### src/rtl/pas_pkg.sv
package pas_pkg;

  typedef enum logic [2:0] {
    OP_HOLD = 3'd0,
    OP_STEP = 3'd1,
    OP_JUMP = 3'd2,
    OP_CALL = 3'd3,
    OP_RET  = 3'd4,
    OP_IRQ  = 3'd5,
    OP_RETI = 3'd6
  } pas_op_e;

  typedef struct packed {
    logic rom_present;
    logic rom_upper;
    logic ram_upper;
  } pas_map_t;

  function automatic pas_map_t pas_map_lookup(input logic [1:0] sel);
    pas_map_t m;
    case (sel)
      2'd0:    m = '{rom_present: 1'b1, rom_upper: 1'b0, ram_upper: 1'b1};
      2'd1:    m = '{rom_present: 1'b0, rom_upper: 1'b0, ram_upper: 1'b1};
      2'd2:    m = '{rom_present: 1'b1, rom_upper: 1'b1, ram_upper: 1'b0};
      default: m = '{rom_present: 1'b0, rom_upper: 1'b0, ram_upper: 1'b0};
    endcase
    return m;
  endfunction

endpackage

### src/rtl/pas_rst_sync.sv
module pas_rst_sync (
  input  logic clk,
  input  logic rst_n,
  output logic rst_ok_n
);
  logic meta_q;
  logic sync_q;

  always_ff @(posedge clk or negedge rst_n) begin
    if (!rst_n) begin
      meta_q <= 1'b0;
      sync_q <= 1'b0;
    end else begin
      meta_q <= 1'b1;
      sync_q <= meta_q;
    end
  end

  assign rst_ok_n = sync_q;
endmodule

### src/rtl/pas_pc_unit.sv
module pas_pc_unit
  import pas_pkg::*;
#(
  parameter int          ADDR_W   = 16,
  parameter logic [15:0] RESET_PC = 16'h0000
) (
  input  logic              clk,
  input  logic              rst_n,
  input  logic [2:0]        op_i,
  input  logic [ADDR_W-1:0] target_i,
  output logic [ADDR_W-1:0] pc_o,
  output logic [ADDR_W-1:0] sub_ret_o,
  output logic [ADDR_W-1:0] irq_ret_o
);
  localparam logic [ADDR_W-1:0] PC_INIT = ADDR_W'(RESET_PC);
  localparam logic [ADDR_W-1:0] ONE     = ADDR_W'(1);

  logic [ADDR_W-1:0] pc_q, pc_d;
  logic [ADDR_W-1:0] sub_q, sub_d;
  logic [ADDR_W-1:0] irt_q, irt_d;
  logic              pc_en, sub_en, irt_en;
  logic [ADDR_W-1:0] pc_inc;

  assign pc_inc = pc_q + ONE;

  // next-state
  always_comb begin
    pc_en  = 1'b0;
    sub_en = 1'b0;
    irt_en = 1'b0;
    pc_d   = pc_q;
    sub_d  = sub_q;
    irt_d  = irt_q;
    case (op_i)
      OP_STEP: begin
        pc_en = 1'b1;
        pc_d  = pc_inc;
      end
      OP_JUMP: begin
        pc_en = 1'b1;
        pc_d  = target_i;
      end
      OP_CALL: begin
        pc_en  = 1'b1;
        pc_d   = target_i;
        sub_en = 1'b1;
        sub_d  = pc_inc;
      end
      OP_RET: begin
        pc_en = 1'b1;
        pc_d  = sub_q;
      end
      OP_IRQ: begin
        pc_en  = 1'b1;
        pc_d   = target_i;
        irt_en = 1'b1;
        irt_d  = pc_q;
      end
      OP_RETI: begin
        pc_en = 1'b1;
        pc_d  = irt_q;
      end
      default: ;
    endcase
  end

  // registers
  always_ff @(posedge clk or negedge rst_n) begin
    if (!rst_n) begin
      pc_q  <= PC_INIT;
      sub_q <= '0;
      irt_q <= '0;
    end else begin
      if (pc_en)  pc_q  <= pc_d;
      if (sub_en) sub_q <= sub_d;
      if (irt_en) irt_q <= irt_d;
    end
  end

  assign pc_o      = pc_q;
  assign sub_ret_o = sub_q;
  assign irq_ret_o = irt_q;
endmodule

### src/rtl/pas_ptr_unit.sv
module pas_ptr_unit #(
  parameter int ADDR_W = 16
) (
  input  logic              clk,
  input  logic              rst_n,
  input  logic              ptr_load_i,
  input  logic [ADDR_W-1:0] ptr_data_i,
  input  logic              step_load_i,
  input  logic [ADDR_W-1:0] step_data_i,
  input  logic              use_step_i,
  input  logic              access_i,
  output logic [ADDR_W-1:0] ptr_o,
  output logic [ADDR_W-1:0] step_o
);
  localparam logic [ADDR_W-1:0] UNIT = ADDR_W'(1);

  logic [ADDR_W-1:0] ptr_q, ptr_d;
  logic [ADDR_W-1:0] step_q, step_d;
  logic              ptr_en, step_en;
  logic [ADDR_W-1:0] delta;

  // two's complement add wraps naturally at ADDR_W bits
  assign delta = use_step_i ? step_q : UNIT;

  always_comb begin
    ptr_en = 1'b0;
    ptr_d  = ptr_q;
    if (ptr_load_i) begin
      ptr_en = 1'b1;
      ptr_d  = ptr_data_i;
    end else if (access_i) begin
      ptr_en = 1'b1;
      ptr_d  = ptr_q + delta;
    end
  end

  always_comb begin
    step_en = step_load_i;
    step_d  = step_data_i;
  end

  always_ff @(posedge clk or negedge rst_n) begin
    if (!rst_n) begin
      ptr_q  <= '0;
      step_q <= '0;
    end else begin
      if (ptr_en)  ptr_q  <= ptr_d;
      if (step_en) step_q <= step_d;
    end
  end

  assign ptr_o  = ptr_q;
  assign step_o = step_q;
endmodule

### src/rtl/pas_seg_decode.sv
module pas_seg_decode
  import pas_pkg::*;
#(
  parameter int ADDR_W     = 16,
  parameter int NRAM_BANKS = 2,
  parameter int ROM_WORDS  = 4096,
  parameter int BANK_WORDS = 1024
) (
  input  logic [ADDR_W-1:0]     addr_i,
  input  logic [1:0]            map_sel_i,
  input  logic                  req_i,
  output logic [NRAM_BANKS+1:0] seg_en_o
);
  localparam int                NSEG    = NRAM_BANKS + 2;
  localparam int                BANK_LG = $clog2(BANK_WORDS);
  localparam logic [ADDR_W-1:0] HALF_V  = {1'b1, {(ADDR_W-1){1'b0}}};
  localparam logic [ADDR_W:0]   ROM_LIM = (ADDR_W+1)'(ROM_WORDS);
  localparam logic [ADDR_W:0]   RAM_LIM = (ADDR_W+1)'(NRAM_BANKS * BANK_WORDS);

  pas_map_t          cfg;
  logic [ADDR_W-1:0] rom_base, ram_base;
  logic [ADDR_W-1:0] off_rom, off_ram;
  logic              above_rom, above_ram;
  logic              in_rom, in_ram;
  logic [ADDR_W-1:0] bank_idx;
  logic [NRAM_BANKS-1:0] bank_hit;

  assign cfg       = pas_map_lookup(map_sel_i);
  assign rom_base  = cfg.rom_upper ? HALF_V : '0;
  assign ram_base  = cfg.ram_upper ? HALF_V : '0;
  assign above_rom = cfg.rom_upper ? addr_i[ADDR_W-1] : 1'b1;
  assign above_ram = cfg.ram_upper ? addr_i[ADDR_W-1] : 1'b1;
  assign off_rom   = addr_i - rom_base;
  assign off_ram   = addr_i - ram_base;
  assign in_rom    = cfg.rom_present && above_rom && ({1'b0, off_rom} < ROM_LIM);
  assign in_ram    = above_ram && ({1'b0, off_ram} < RAM_LIM);
  assign bank_idx  = off_ram >> BANK_LG;

  for (genvar g = 0; g < NRAM_BANKS; g++) begin : g_bank
    assign bank_hit[g] = in_ram && (bank_idx == ADDR_W'(g));
  end

  always_comb begin
    seg_en_o = '0;
    if (req_i) begin
      if (in_ram) begin
        seg_en_o[NRAM_BANKS:1] = bank_hit;
      end else if (in_rom) begin
        seg_en_o[0] = 1'b1;
      end else begin
        seg_en_o[NSEG-1] = 1'b1;
      end
    end
  end
endmodule

### src/rtl/prog_addr_seq.sv
module prog_addr_seq #(
  parameter int          ADDR_W     = 16,
  parameter int          NRAM_BANKS = 2,
  parameter int          ROM_WORDS  = 4096,
  parameter int          BANK_WORDS = 1024,
  parameter logic [15:0] RESET_PC   = 16'h0000
) (
  input  logic                  clk,
  input  logic                  rst_n,
  input  logic [1:0]            map_sel_i,
  input  logic [2:0]            op_i,
  input  logic [ADDR_W-1:0]     target_i,
  input  logic                  ptr_load_i,
  input  logic [ADDR_W-1:0]     ptr_data_i,
  input  logic                  step_load_i,
  input  logic [ADDR_W-1:0]     step_data_i,
  input  logic                  use_step_i,
  input  logic                  coef_sel_i,
  input  logic                  req_i,
  output logic [ADDR_W-1:0]     addr_o,
  output logic [NRAM_BANKS+1:0] seg_en_o
);
  localparam int NSEG = NRAM_BANKS + 2;

  logic              rst_ok_n;
  logic [ADDR_W-1:0] pc_q, sub_q, irt_q;
  logic [ADDR_W-1:0] ptr_q, step_q;
  logic              coef_access;

  assign coef_access = req_i & coef_sel_i;

  pas_rst_sync u_rst (
    .clk      (clk),
    .rst_n    (rst_n),
    .rst_ok_n (rst_ok_n)
  );

  pas_pc_unit #(
    .ADDR_W   (ADDR_W),
    .RESET_PC (RESET_PC)
  ) u_pc (
    .clk       (clk),
    .rst_n     (rst_ok_n),
    .op_i      (op_i),
    .target_i  (target_i),
    .pc_o      (pc_q),
    .sub_ret_o (sub_q),
    .irq_ret_o (irt_q)
  );

  pas_ptr_unit #(
    .ADDR_W (ADDR_W)
  ) u_ptr (
    .clk         (clk),
    .rst_n       (rst_ok_n),
    .ptr_load_i  (ptr_load_i),
    .ptr_data_i  (ptr_data_i),
    .step_load_i (step_load_i),
    .step_data_i (step_data_i),
    .use_step_i  (use_step_i),
    .access_i    (coef_access),
    .ptr_o       (ptr_q),
    .step_o      (step_q)
  );

  assign addr_o = coef_sel_i ? ptr_q : pc_q;

  pas_seg_decode #(
    .ADDR_W     (ADDR_W),
    .NRAM_BANKS (NRAM_BANKS),
    .ROM_WORDS  (ROM_WORDS),
    .BANK_WORDS (BANK_WORDS)
  ) u_dec (
    .addr_i    (addr_o),
    .map_sel_i (map_sel_i),
    .req_i     (req_i),
    .seg_en_o  (seg_en_o)
  );
endmodule

### config.mk
export PLATFORM = sky130hd
export DESIGN_NAME = prog_addr_seq
export DESIGN_NICKNAME = d
export VERILOG_FILES = /design/src/rtl/pas_pkg.sv /design/src/rtl/pas_rst_sync.sv /design/src/rtl/pas_pc_unit.sv /design/src/rtl/pas_ptr_unit.sv /design/src/rtl/pas_seg_decode.sv /design/src/rtl/prog_addr_seq.sv
export SDC_FILE = /design/constraint.sdc
export NUM_CORES = 1
export LEC_CHECK = 0
export BUFFER_PORTS_ARGS = -buffer_cell sky130_fd_sc_hd__clkbuf_2
export CAP_MARGIN = 20
export CORE_MARGIN = 3
export CORE_UTILIZATION = 35
export DETAILED_ROUTE_END_ITERATION = 7
export PLACE_DENSITY = 0.57
export SYNTH_ARGS = -nofsm -noshare
export SYNTH_HDL_FRONTEND = slang
export SYNTH_SLANG_ARGS = --single-unit
### constraint.sdc
create_clock -name clk -period 3.3 [get_ports clk]
set_input_delay 0.33 -clock clk [delete_from_list [all_inputs] [get_ports clk]]
set_output_delay 0.33 -clock clk [all_outputs]
set_load 0.005 [all_outputs]
==> results by group, run 1 <==
Global route
  – Initial antenna violation count: 0
  – Most used routing layer: met2
  – First-pass GRT wire length: 23700 um
  – Vias in the first global route: between 4k and 5k
  – Met2 Use GR: 27.5%
  – Global routing usage on met3: 4.34%
  – GR Layer Usage met1: 24.9%
  – GRT overflow: 0
  – Largest net degree at the start of global routing: 81
  – Tot GR Track Use: 17.8%

STA
  – Clock Skews: 0.00699 ns
  – Setup violators final: 0
  – Setup ws final: 0.614 ns
  – Minimum clock period: roughly 2.7 ns
  – Fin. Hold Viols: 0
  – Slew margin rel.: 53.3%
  – Pins Over Slew Limit: 0
  – RSZ-0062 raised after global routing: false
  – Worst slew pin tran: 0.698 ns
  – TNS Setup: 0 ns
  – Max Fclk: 372 MHz
  – Fraction of the cycle the final worst path needs: roughly four fifths

Layout
  – Cell area after layout: 6230 sq um
  – Area delta synth->final: 15.5%
  – Antenna cell count: 0
  – Total Nets Final: 741
  – Share of cells above drive strength 1: 22.5%

Route
  – Residual DRC: 0
  – DR WL/cell: 17.2 um
  – Post-route ant nets: 0
  – Iter 0 DRT Violations: 353
  – Vias per cell: 5.47
  – Via count: 4653
  – Final WL: 14600 um
  – DRT Pass-1 Iters: 5

Floorplanning
  – Site Rows: 44
  – Die Ht: 130 um
  – Core ar.: 14800 sq um
  – Die Area: 17000 sq um
  – Ports: 80
  – Initial Utilization: 36.5%
  – Chip Width: 130 um

Clocking
  – Sink Count: 82
  – Setup repair bufs after CTS: 0
  – Max H-tree Level: 3
  – CTS tree: built
  – Cts bufs inserted: 9
  – Cts hold-fix bufs: 1
  – Clock latency on the worst-skew pair: roughly 0.35 ns
  – CTS root buf: clkbuf_16
  – Clock-pin slew on the worst setup and hold paths: 0.06 ns
  – Post-cts resize count: 0
  – Clk buf depth: 2

Critical path
  – Worst r2r src: u_ptr.step_o[0]
  – Flop2flop setup slack: 0.61 ns
  – End point of the critical path: u_ptr.ptr_o[14]
  – WP data required: between 3 and 4 ns
  – Worst Setup Start Kind: register
  – CP Launch Point: u_ptr.step_o[0]
  – Worst flop-to-flop path endpoint: u_ptr.ptr_o[14]
  – Arrival time at the worst endpoint: 2.89 ns
  – Critical path type: register to register
  – Reg2reg path depth: 9
  – Worst-path fanout max: 4
  – CP Capture Type: register

Logic synthesis
  – Synth top area cells: dfrtp_1 38%, mux2_2 7.7%, nand2_1 7.0%
  – Yosys reg bits: 82
  – Commonest cells in the netlist: 100 x nand2_1, 82 x dfrtp_1, 42 x o21ai_0
  – Yosys cell types: 60
  – Netlist Area Pre-Place: 5400 sq um
  – FFs w/ async S/R, synth: 100%
  – Seq/Total Area, Yosys: 38.0%
  – Most common cell in the synthesized netlist: nand2_1
  – Post-synth top area share: 38.0%
  – Synth Net Count: 689
  – Number of synthesized flops with an enable pin: 0
  – Leading area contributor after synthesis: dfrtp_1
  – Top FF cell, synth: dfrtp_1
  – Syn_area_per_cell: 8.85 sq um
  – Synthesis warning total: 0
  – Syn Inst Count: 610

Placement
  – Dpl cell area: between 5000 and 6000 sq um
  – Setup WS pre-CTS: 0.448 ns
  – Final HPWL DP: about 10000 um
  – Placer Congestion: 0.857
  – I/O Buffers: 79

Power
  – Power per standard cell area: 523 nW/um^2
  – LEAKAGE: 2.86 nW
  – Max VDD drop: 0.289 mV

Hold path
  – Hold Path Depth: 3
  – Worst hold path type: input port to register

Run status
  – Status: completed

Job
  – Max-cap violations: 0
-- cell type report --
class	instances	area, sq um
clock inverter	5	77.6
multi-input combinational	471	3100
fill	1462	8570
clock buffer	11	243
tap	184	230
timing repair buffer	89	493
sequential	82	2060
inverter	9	33.8
-- flip-flops by register name, summed over array words and instances, names as in the netlist --
name            count
u_pc.irq_ret_o     16
u_pc.pc_o          16
u_pc.sub_ret_o     16
u_ptr.ptr_o        16
u_ptr.step_o       16
u_rst.meta_q        1
u_rst.rst_ok_n      1
-- worst max-delay path, stage by stage (launching register included) --
cell	delay, ns
dfrtp_1	0.37
nand2b_1	0.14
ha_1	0.21
fa_1	0.42
a21oi_1	0.33
o22ai_1	0.16
a21oi_1	0.30
nor3_1	0.08
o41ai_1	0.39
o211ai_1	0.14
-- where the power goes --
group | leakage [nW] | total (mW) | internal, mW | switching (mW)
registers | 0.997 | 1.34 | 1.17 | 0.175
logic | 1.71 | 0.815 | 0.388 | 0.427
clock network | 0.156 | 1.10 | 0.681 | 0.418
-- cells by family after synthesis --
family / Yosys count / synth area share (%)
compound gates: 149 / 17.7
flops: 82 / 38.0
simple gates: 217 / 18.8
xor+xnor: 24 / 3.89
mux: 61 / 12.4
fa+ha+maj: 19 / 4.54
buf+inv: 57 / 4.56
other cells: 1 / 0.0694
-- cell usage in the layout (no fill, tap or decap), drive strengths merged, types with 5 or more instances in the layout --
master | netlist | final
a21o | 9 | 9
ha | 18 | 18
xnor2 | 12 | 12
nand2 | 100 | 100
xor2 | 12 | 12
o21a | 5 | 5
buf | 20 | 9
o211ai | 7 | 7
and2 | 20 | 20
dfrtp | 82 | 82
o221ai | 5 | 5
o21ai | 43 | 43
a21oi | 42 | 42
clkbuf | 28 | 90
nor2 | 32 | 32
mux2 | 37 | 37
nor3 | 10 | 10
a22o | 5 | 5
mux2i | 23 | 23
and3 | 8 | 8
nand3 | 23 | 23
inv | 7 | 7
-- worst min-delay path by stage --
stage,endpoint,start,slack [ns]
floorplan,u_rst.meta_q,rst_n,0.03
global placement,u_rst.meta_q,rst_n,0.12
detailed placement,u_rst.meta_q,rst_n,0.12
CTS,u_ptr.ptr_o[7],ptr_data_i[7],0.19
global route,u_ptr.step_o[8],step_data_i[8],0.20
finish,u_ptr.ptr_o[7],ptr_data_i[7],0.20
-- layer usage --
layer / up-vias / part of all wire [%]
met5: - / 0
met4: 0 / 1.7
met3: 17 / 5.3
met2: 138 / 47
met1: 2226 / 46
li1: 2272 / -
-- per-stage QoR --
step           total power, mW  hold slack (ns)  std cells  utilization (%)
6_report                  3.26            0.197        851             42.1
5_1_grt                   3.46            0.203        851             42.1
4_1_cts                   3.28            0.192        850             41.9
3_5_place_dp              2.17            0.119        833             39.7
3_3_place_gp              2.14            0.116        833             39.7
2_1_floorplan             1.93           0.0344        610                -
Power figures use the tool's default switching activity.
==> run 2, diff against run 1 <==
==> constraint.sdc (replaced) <==
create_clock -name clk -period 2.8 [get_ports clk]
set_input_delay 0.28 -clock clk [delete_from_list [all_inputs] [get_ports clk]]
set_output_delay 0.28 -clock clk [all_outputs]
set_load 0.005 [all_outputs]
==> run 2 against run 1 <==
Net effect:
- utilization grew 0.50 points
- maximum frequency grew 5.2%
- first-iteration DRC count shrank 30%
- clock skew shrank 0.0010 ns
- flip-flop and latch count is the same
- critical path type unchanged
- largest power group unchanged
==> results by group, run 2 (same netlist as run 1, synthesis figures left out) <==
Layout
  – Share of cells above drive strength 1: 23.5% (+0.99 points)
  – Area delta synth->final: 16.8%
  – Filler cells: 1457 (-0.34%)
  – Final core occ: 42.6% (+0.50 points)
  – Antenna cell count: 0 (unchanged)
  – Total Nets Final: 747 (+0.81%)
  – Cell area after layout: 6310 sq um (+1.2%)
  – Most common cell after layout, fill and taps aside: nand2_1
  – Most frequent cells in the layout: 100 x nand2_1, 81 x dfrtp_1, 79 x clkbuf_2

Floorplanning
  – Ports: 80 (unchanged)
  – Chip Width: 130 um (unchanged)
  – Die Area: 17000 sq um (unchanged)
  – Core ar.: 14800 sq um (unchanged)
  – Initial Utilization: 36.5% (unchanged)
  – Die Ht: 130 um (unchanged)
  – Site Rows: 44 (unchanged)

Hold path
  – Hold Crit Endpoint: u_ptr.ptr_o[1]
  – Worst hold path type: input port to register
  – Hold Startpoint: ptr_data_i[1]
  – Hold Path Depth: 3 (unchanged)

Global route
  – Most used routing layer: met2
  – First-pass GRT wire length: 24600 um (+3.6%)
  – Met2 Use GR: 30.2% (+2.7 points)
  – Largest net degree at the start of global routing: 52 (-36%)
  – Initial antenna violation count: 0 (unchanged)
  – Vias in the first global route: 4801 (+5.9%)
  – GR Layer Usage met1: 24.0% (-0.88 points)
  – Global routing usage on met3: 3.64% (-0.70 points)
  – Tot GR Track Use: 18.5% (+0.69 points)
  – GRT overflow: 0 (unchanged)

Critical path
  – CP Launch Point: u_ptr.step_o[0]
  – CP Capture Type: register
  – CP Buf/Inv Count: 0 (unchanged)
  – CP top delay family: compound AO/OA/AOI/OAI gates
  – Worst Setup Start Kind: register
  – Worst-path fanout max: 4 (unchanged)
  – Arrival time at the worst endpoint: 2.76 ns (-0.13 ns)
  – Critical path type: register to register
  – Worst r2r src: u_ptr.step_o[0]
  – Worst flop-to-flop path endpoint: u_ptr.ptr_o[14]
  – Reg2reg path depth: 9 (unchanged)
  – CP peak stage delay: 0.43 ns (about the same)
  – Flop2flop setup slack: 0.25 ns (-0.37 ns)
  – WP data required: 3.01 ns (-0.49 ns)
  – CP max-delay cell: fa_1
  – Worst path cell trace: nand2b_1, ha_1, fa_1, a21oi_2, o22ai_1, a21oi_1, nor3_1, o41ai_1, o211ai_1

Placement
  – Placer Congestion: 0.876 (+2.3%)
  – Final HPWL DP: 11000 um (+5.3%)
  – I/O Buffers: 79 (unchanged)
  – Dpl cell area: 5940 sq um (+1.1%)

STA
  – Max Fclk: 392 MHz (+5.2%)
  – Setup violators final: 0 (unchanged)
  – Minimum clock period: 2.55 ns (-0.134 ns)
  – Fraction of the cycle the final worst path needs: 91.2% (+9.8 points)
  – Clock Skews: 0.00595 ns (-0.00104 ns)
  – Fin. Hold Viols: 0 (unchanged)
  – Slew margin rel.: 52.5% (-0.88 points)
  – TNS Setup: 0 ns (unchanged)
  – Pins Over Slew Limit: 0 (unchanged)
  – Worst slew pin tran: 0.713 ns (+0.0152 ns)
  – RSZ-0062 raised after global routing: false

Power
  – Power per standard cell area: 630 nW/um^2 (+20%)
  – Max VDD drop: 0.322 mV (+11%)
  – LEAKAGE: 2.91 nW (+1.6%)

Route
  – Vias per cell: 5.51 (+0.71%)
  – Residual DRC: 0 (unchanged)
  – DR WL/cell: 17.7 um (+3.1%)
  – Iter 0 DRT Violations: 248 (-30%)
  – Post-route ant nets: 0 (unchanged)
  – Final WL: 15200 um (+3.8%)
  – Via count: 4719 (+1.4%)
  – DRT Pass-1 Iters: 5 (unchanged)

Clocking
  – CTS tree: built
  – CTS root buf: clkbuf_16
  – Cts bufs inserted: 9 (unchanged)
  – Max H-tree Level: 3 (unchanged)
  – Clock latency on the worst-skew pair: 0.35 ns (about the same)
  – Clk buf depth: 2 (unchanged)
  – Sink Count: 82 (unchanged)
  – Clock-pin slew on the worst setup and hold paths: 0.06 ns (about the same)

Job
  – Max-cap violations: 0 (unchanged)

Run status
  – Status: completed
run 2: changes by cell type in the layout (fill, tap and decap cells not counted), sizes merged:
cell	change
clkinvlp	-1
bufinv	+1
buf	+6
run 2: worst max path at each step:
stage,endpoint,slack (ns),cells past startpoint
2_1_floorplan,u_pc.irq_ret_o[0],0.35,0
3_3_place_gp,u_ptr.ptr_o[14],0.22,9
3_5_place_dp,u_ptr.ptr_o[14],0.16,9
4_1_cts,u_ptr.ptr_o[14],0.15,9
5_1_grt,u_ptr.ptr_o[14],0.04,9
6_report,u_ptr.ptr_o[14],0.25,9
run 2: final cells by class:
| cell class | instances | area, sq um | area share (%) |
|---|---|---|---|
| clock buffer | 11 | 253 | 4.01 |
| sequential | 82 | 2060 | 32.6 |
| inverter | 9 | 33.8 | 0.536 |
| clock inverter | 5 | 100 | 1.59 |
| timing repair buffer | 95 | 531 | 8.41 |
| multi-input combinational | 471 | 3110 | 49.2 |
| tap | 184 | 230 | 3.65 |
run 2: timing repair:
item                                    CTS  global route
endpoints found under the setup margin    0             1
resized for setup                         0             1
endpoints found under the hold margin     2             0
hold buffers                              1             0
setup buffers                             0             0
run 2: power breakdown:
group / internal, mW / switching (mW) / total (mW) / leakage (nW)
Clock: 0.917 / 0.490 / 1.41 / 0.176
Sequential: 1.38 / 0.209 / 1.59 / 0.997
Combinational: 0.465 / 0.515 / 0.980 / 1.73
Total: 2.76 / 1.21 / 3.97 / 2.91
run 2: stage by stage:
step	cells	hold WS, ns	setup slack (ns)	total power [mW]
after global routing	857	0.156	0.0444	4.20
after CTS	857	0.139	0.152	4.01
after global placement	840	0.0651	0.222	2.54
after floorplan	610	-0.0156	0.347	2.27
after detailed placement	840	0.0716	0.164	2.58
final	857	0.146	0.248	3.97
run 2: metal layers:
| metal | up-vias | share of wire, % | wire (um) |
|---|---|---|---|
| met5 | - | 0 | 0 |
| met4 | 0 | 2.6 | 393 |
| met3 | 24 | 4.9 | 740 |
| met2 | 132 | 47 | 7100 |
| met1 | 2286 | 46 | 6970 |
| li1 | 2277 | - | - |
run 2: tightest hold or removal path, delay by kind of cell:
family,cells,cell delay [ns]
compound gates,1,0.05
simple gates,1,0.04
buf+inv,1,0.08
==> run 3, diff against run 2 <==
--- a/config.mk
+++ b/config.mk
@@ -8,9 +8,9 @@
 export BUFFER_PORTS_ARGS = -buffer_cell sky130_fd_sc_hd__clkbuf_2
 export CAP_MARGIN = 20
 export CORE_MARGIN = 3
-export CORE_UTILIZATION = 35
+export CORE_UTILIZATION = 55
 export DETAILED_ROUTE_END_ITERATION = 7
-export PLACE_DENSITY = 0.57
+export PLACE_DENSITY = 0.81
 export SYNTH_ARGS = -nofsm -noshare
 export SYNTH_HDL_FRONTEND = slang
 export SYNTH_SLANG_ARGS = --single-unit
==> run 3 against run 2 <==
Net effect:
- sequential power about the same
- die area down 35%
- critical path type unchanged
- largest cell class unchanged
- critical endpoint unchanged
- sequential share of layout area up 1.3 points
- register-to-register slack worse by 0.02 ns
- clock power down 39%
==> results by group, run 3 (same netlist as run 1, synthesis figures left out) <==
Critical path
  – Worst r2r src: u_ptr.step_o[0]
  – Critical path type: register to register
  – Flop2flop setup slack: 0.22 ns (-0.02 ns)
  – CP Launch Point: u_ptr.step_o[0]
  – End point of the critical path: u_ptr.ptr_o[14]
  – Arrival time at the worst endpoint: 2.81 ns (+0.05 ns)
  – CP Capture Type: register
  – Worst-path fanout max: 4 (unchanged)
  – WP data required: 3.03 ns (+0.02 ns)
  – Worst Setup Start Kind: register
  – Reg2reg path depth: 9 (unchanged)
  – Worst flop-to-flop path endpoint: u_ptr.ptr_o[14]

Layout
  – Total Nets Final: 746 (-0.13%)
  – Most common cell after layout, fill and taps aside: nand2_1
  – Multi-input logic area: 3110 sq um (unchanged)
  – Area delta synth->final: 12.5%
  – Reg area: 2060 sq um (unchanged)
  – Most frequent cells in the layout: 100 x nand2_1, 81 x dfrtp_1, 79 x clkbuf_2
  – Share of cells above drive strength 1: 23.1% (-0.41 points)
  – Antenna cell count: 0 (unchanged)
  – Filler cells: 808 (-45%)

STA
  – Slew margin rel.: 49.2% (-3.2 points)
  – Fin. Hold Viols: 0 (unchanged)
  – Pins Over Slew Limit: 0 (unchanged)
  – TNS Setup: 0 ns (unchanged)
  – Worst slew pin tran: 0.762 ns (+0.0487 ns)
  – Max Fclk: 388 MHz (-0.92%)
  – Setup violators final: 0 (unchanged)
  – Fraction of the cycle the final worst path needs: 92.0% (+0.85 points)
  – RSZ-0062 raised after global routing: false
  – Minimum clock period: 2.58 ns (+0.0237 ns)
  – Clock Skews: 0.0121 ns (+0.00619 ns)

Global route
  – Vias in the first global route: 4777 (-0.50%)
  – Initial antenna violation count: 0 (unchanged)
  – Tot GR Track Use: 25.6% (+7.1 points)
  – First-pass GRT wire length: 23100 um (-5.9%)
  – GRT overflow: 0 (unchanged)
  – Largest net degree at the start of global routing: 81 (+56%)

Clocking
  – CTS root buf: clkbuf_8
  – Clock latency on the worst-skew pair: 0.37 ns (+0.02 ns)
  – CTS tree: built
  – Clk buf depth: 2 (unchanged)
  – Cts bufs inserted: 9 (unchanged)
  – Clock-pin slew on the worst setup and hold paths: 0.09 ns (+0.03 ns)
  – Max H-tree Level: 3 (unchanged)
  – Sink Count: 82 (unchanged)

Route
  – DR WL/cell: 17.4 um (-1.7%)
  – Via count: 4834 (+2.4%)
  – Post-route ant nets: 0 (unchanged)
  – Residual DRC: 0 (unchanged)
  – Vias per cell: 6.03 (+9.6%)
  – Iter 0 DRT Violations: 250 (+0.81%)
  – Final WL: 14000 um (-8.1%)
  – DRT Pass-1 Iters: 5 (unchanged)

Floorplanning
  – Die Ht: 105 um (-19%)
  – Site Rows: 35 (-20%)
  – Die Area: 11000 sq um (-35%)
  – Core ar.: 9370 sq um (-37%)
  – Initial Utilization: 57.6% (+21 points)
  – Chip Width: 105 um (-19%)
  – Ports: 80 (unchanged)

Hold path
  – Worst hold path type: input port to register

Power
  – Power per standard cell area: 566 nW/um^2 (-10%)
  – LEAKAGE: 2.82 nW (-3.1%)
  – Final Power: 3.44 mW (-14%)
  – Max VDD drop: 0.333 mV (+3.6%)

Placement
  – Final HPWL DP: 10100 um (-8.3%)
  – I/O Buffers: 79 (unchanged)
  – Placer Congestion: 0.910 (+3.8%)

Job
  – Max-cap violations: 0 (unchanged)

Run status
  – Status: completed
==> run 3: cell types whose count changed in the layout (fill, tap and decap cells not counted), sizes merged <==
cell,previous run,this run
buf,15,14
bufinv,3,1
clkinvlp,0,2
==> run 3: metrics by stage <==
stage | instances | hold WS, ns | util [%] | setup WS (ns) | instance area [sq um]
3_5_place_dp | 783 | 0.0671 | 62.4 | 0.187 | 5850
3_3_place_gp | 783 | 0.0653 | 62.4 | 0.322 | 5850
5_1_grt | 801 | 0.118 | 64.8 | 0.0998 | 6070
4_1_cts | 800 | 0.116 | 64.5 | 0.169 | 6040
2_1_floorplan | 610 | -0.0156 | - | 0.347 | 5400
6_report | 801 | 0.117 | 64.8 | 0.224 | 6070
==> run 3: critical path, stage by stage (launching register included) <==
cell      delay, ns
dfrtp_1        0.38
nand2b_1       0.14
ha_1           0.20
fa_1           0.42
a21oi_2        0.25
o22ai_1        0.14
a21oi_1        0.26
nor3_1         0.09
o41ai_1        0.42
o211ai_1       0.14
==> run 3: how the worst min path moves through the flow <==
stage                   startpoint               to  slack [ns]  cells past startpoint
global route        ptr_data_i[10]  u_ptr.ptr_o[10]        0.12                      2
floorplan                    rst_n     u_rst.meta_q       -0.02                      0
CTS                  ptr_data_i[0]   u_ptr.ptr_o[0]        0.12                      3
detailed placement           rst_n     u_rst.meta_q        0.07                      1
global placement             rst_n     u_rst.meta_q        0.07                      1
finish              ptr_data_i[10]  u_ptr.ptr_o[10]        0.12                      2
==> run 3: cell type report <==
cell class                 instances  area share [%]
inverter                           9           0.556
timing repair buffer              94            8.74
tap                              129            2.66
clock inverter                     5           0.906
sequential                        82            33.8
multi-input combinational        471            51.1
clock buffer                      11            2.16
==> run 3: repair_timing <==
action / 4_1_cts / 5_1_grt
setup buffers: 0 / 0
endpoints found under the hold margin: 2 / 0
hold buffers: 1 / 0
setup endpoints to repair: 0 / 1
resized for setup: 0 / 1
==> run 3: power by group <==
group	total, mW	internal, mW	switching, mW	leakage, nW
logic	0.990	0.467	0.522	1.73
clock network	0.867	0.410	0.457	0.0893
registers	1.58	1.38	0.204	0.997
total	3.44	2.25	1.18	2.82
==> run 3: layer usage <==
| metal | up-vias | wire (um) | track usage (%) |
|---|---|---|---|
| li1 | 2273 | - | - |
| met1 | 2337 | 5750 | 33.1 |
| met2 | 198 | 6980 | 43.5 |
| met3 | 26 | 954 | 3.83 |
| met4 | 0 | 281 | 9.47 |
| met5 | - | 0 | 0 |
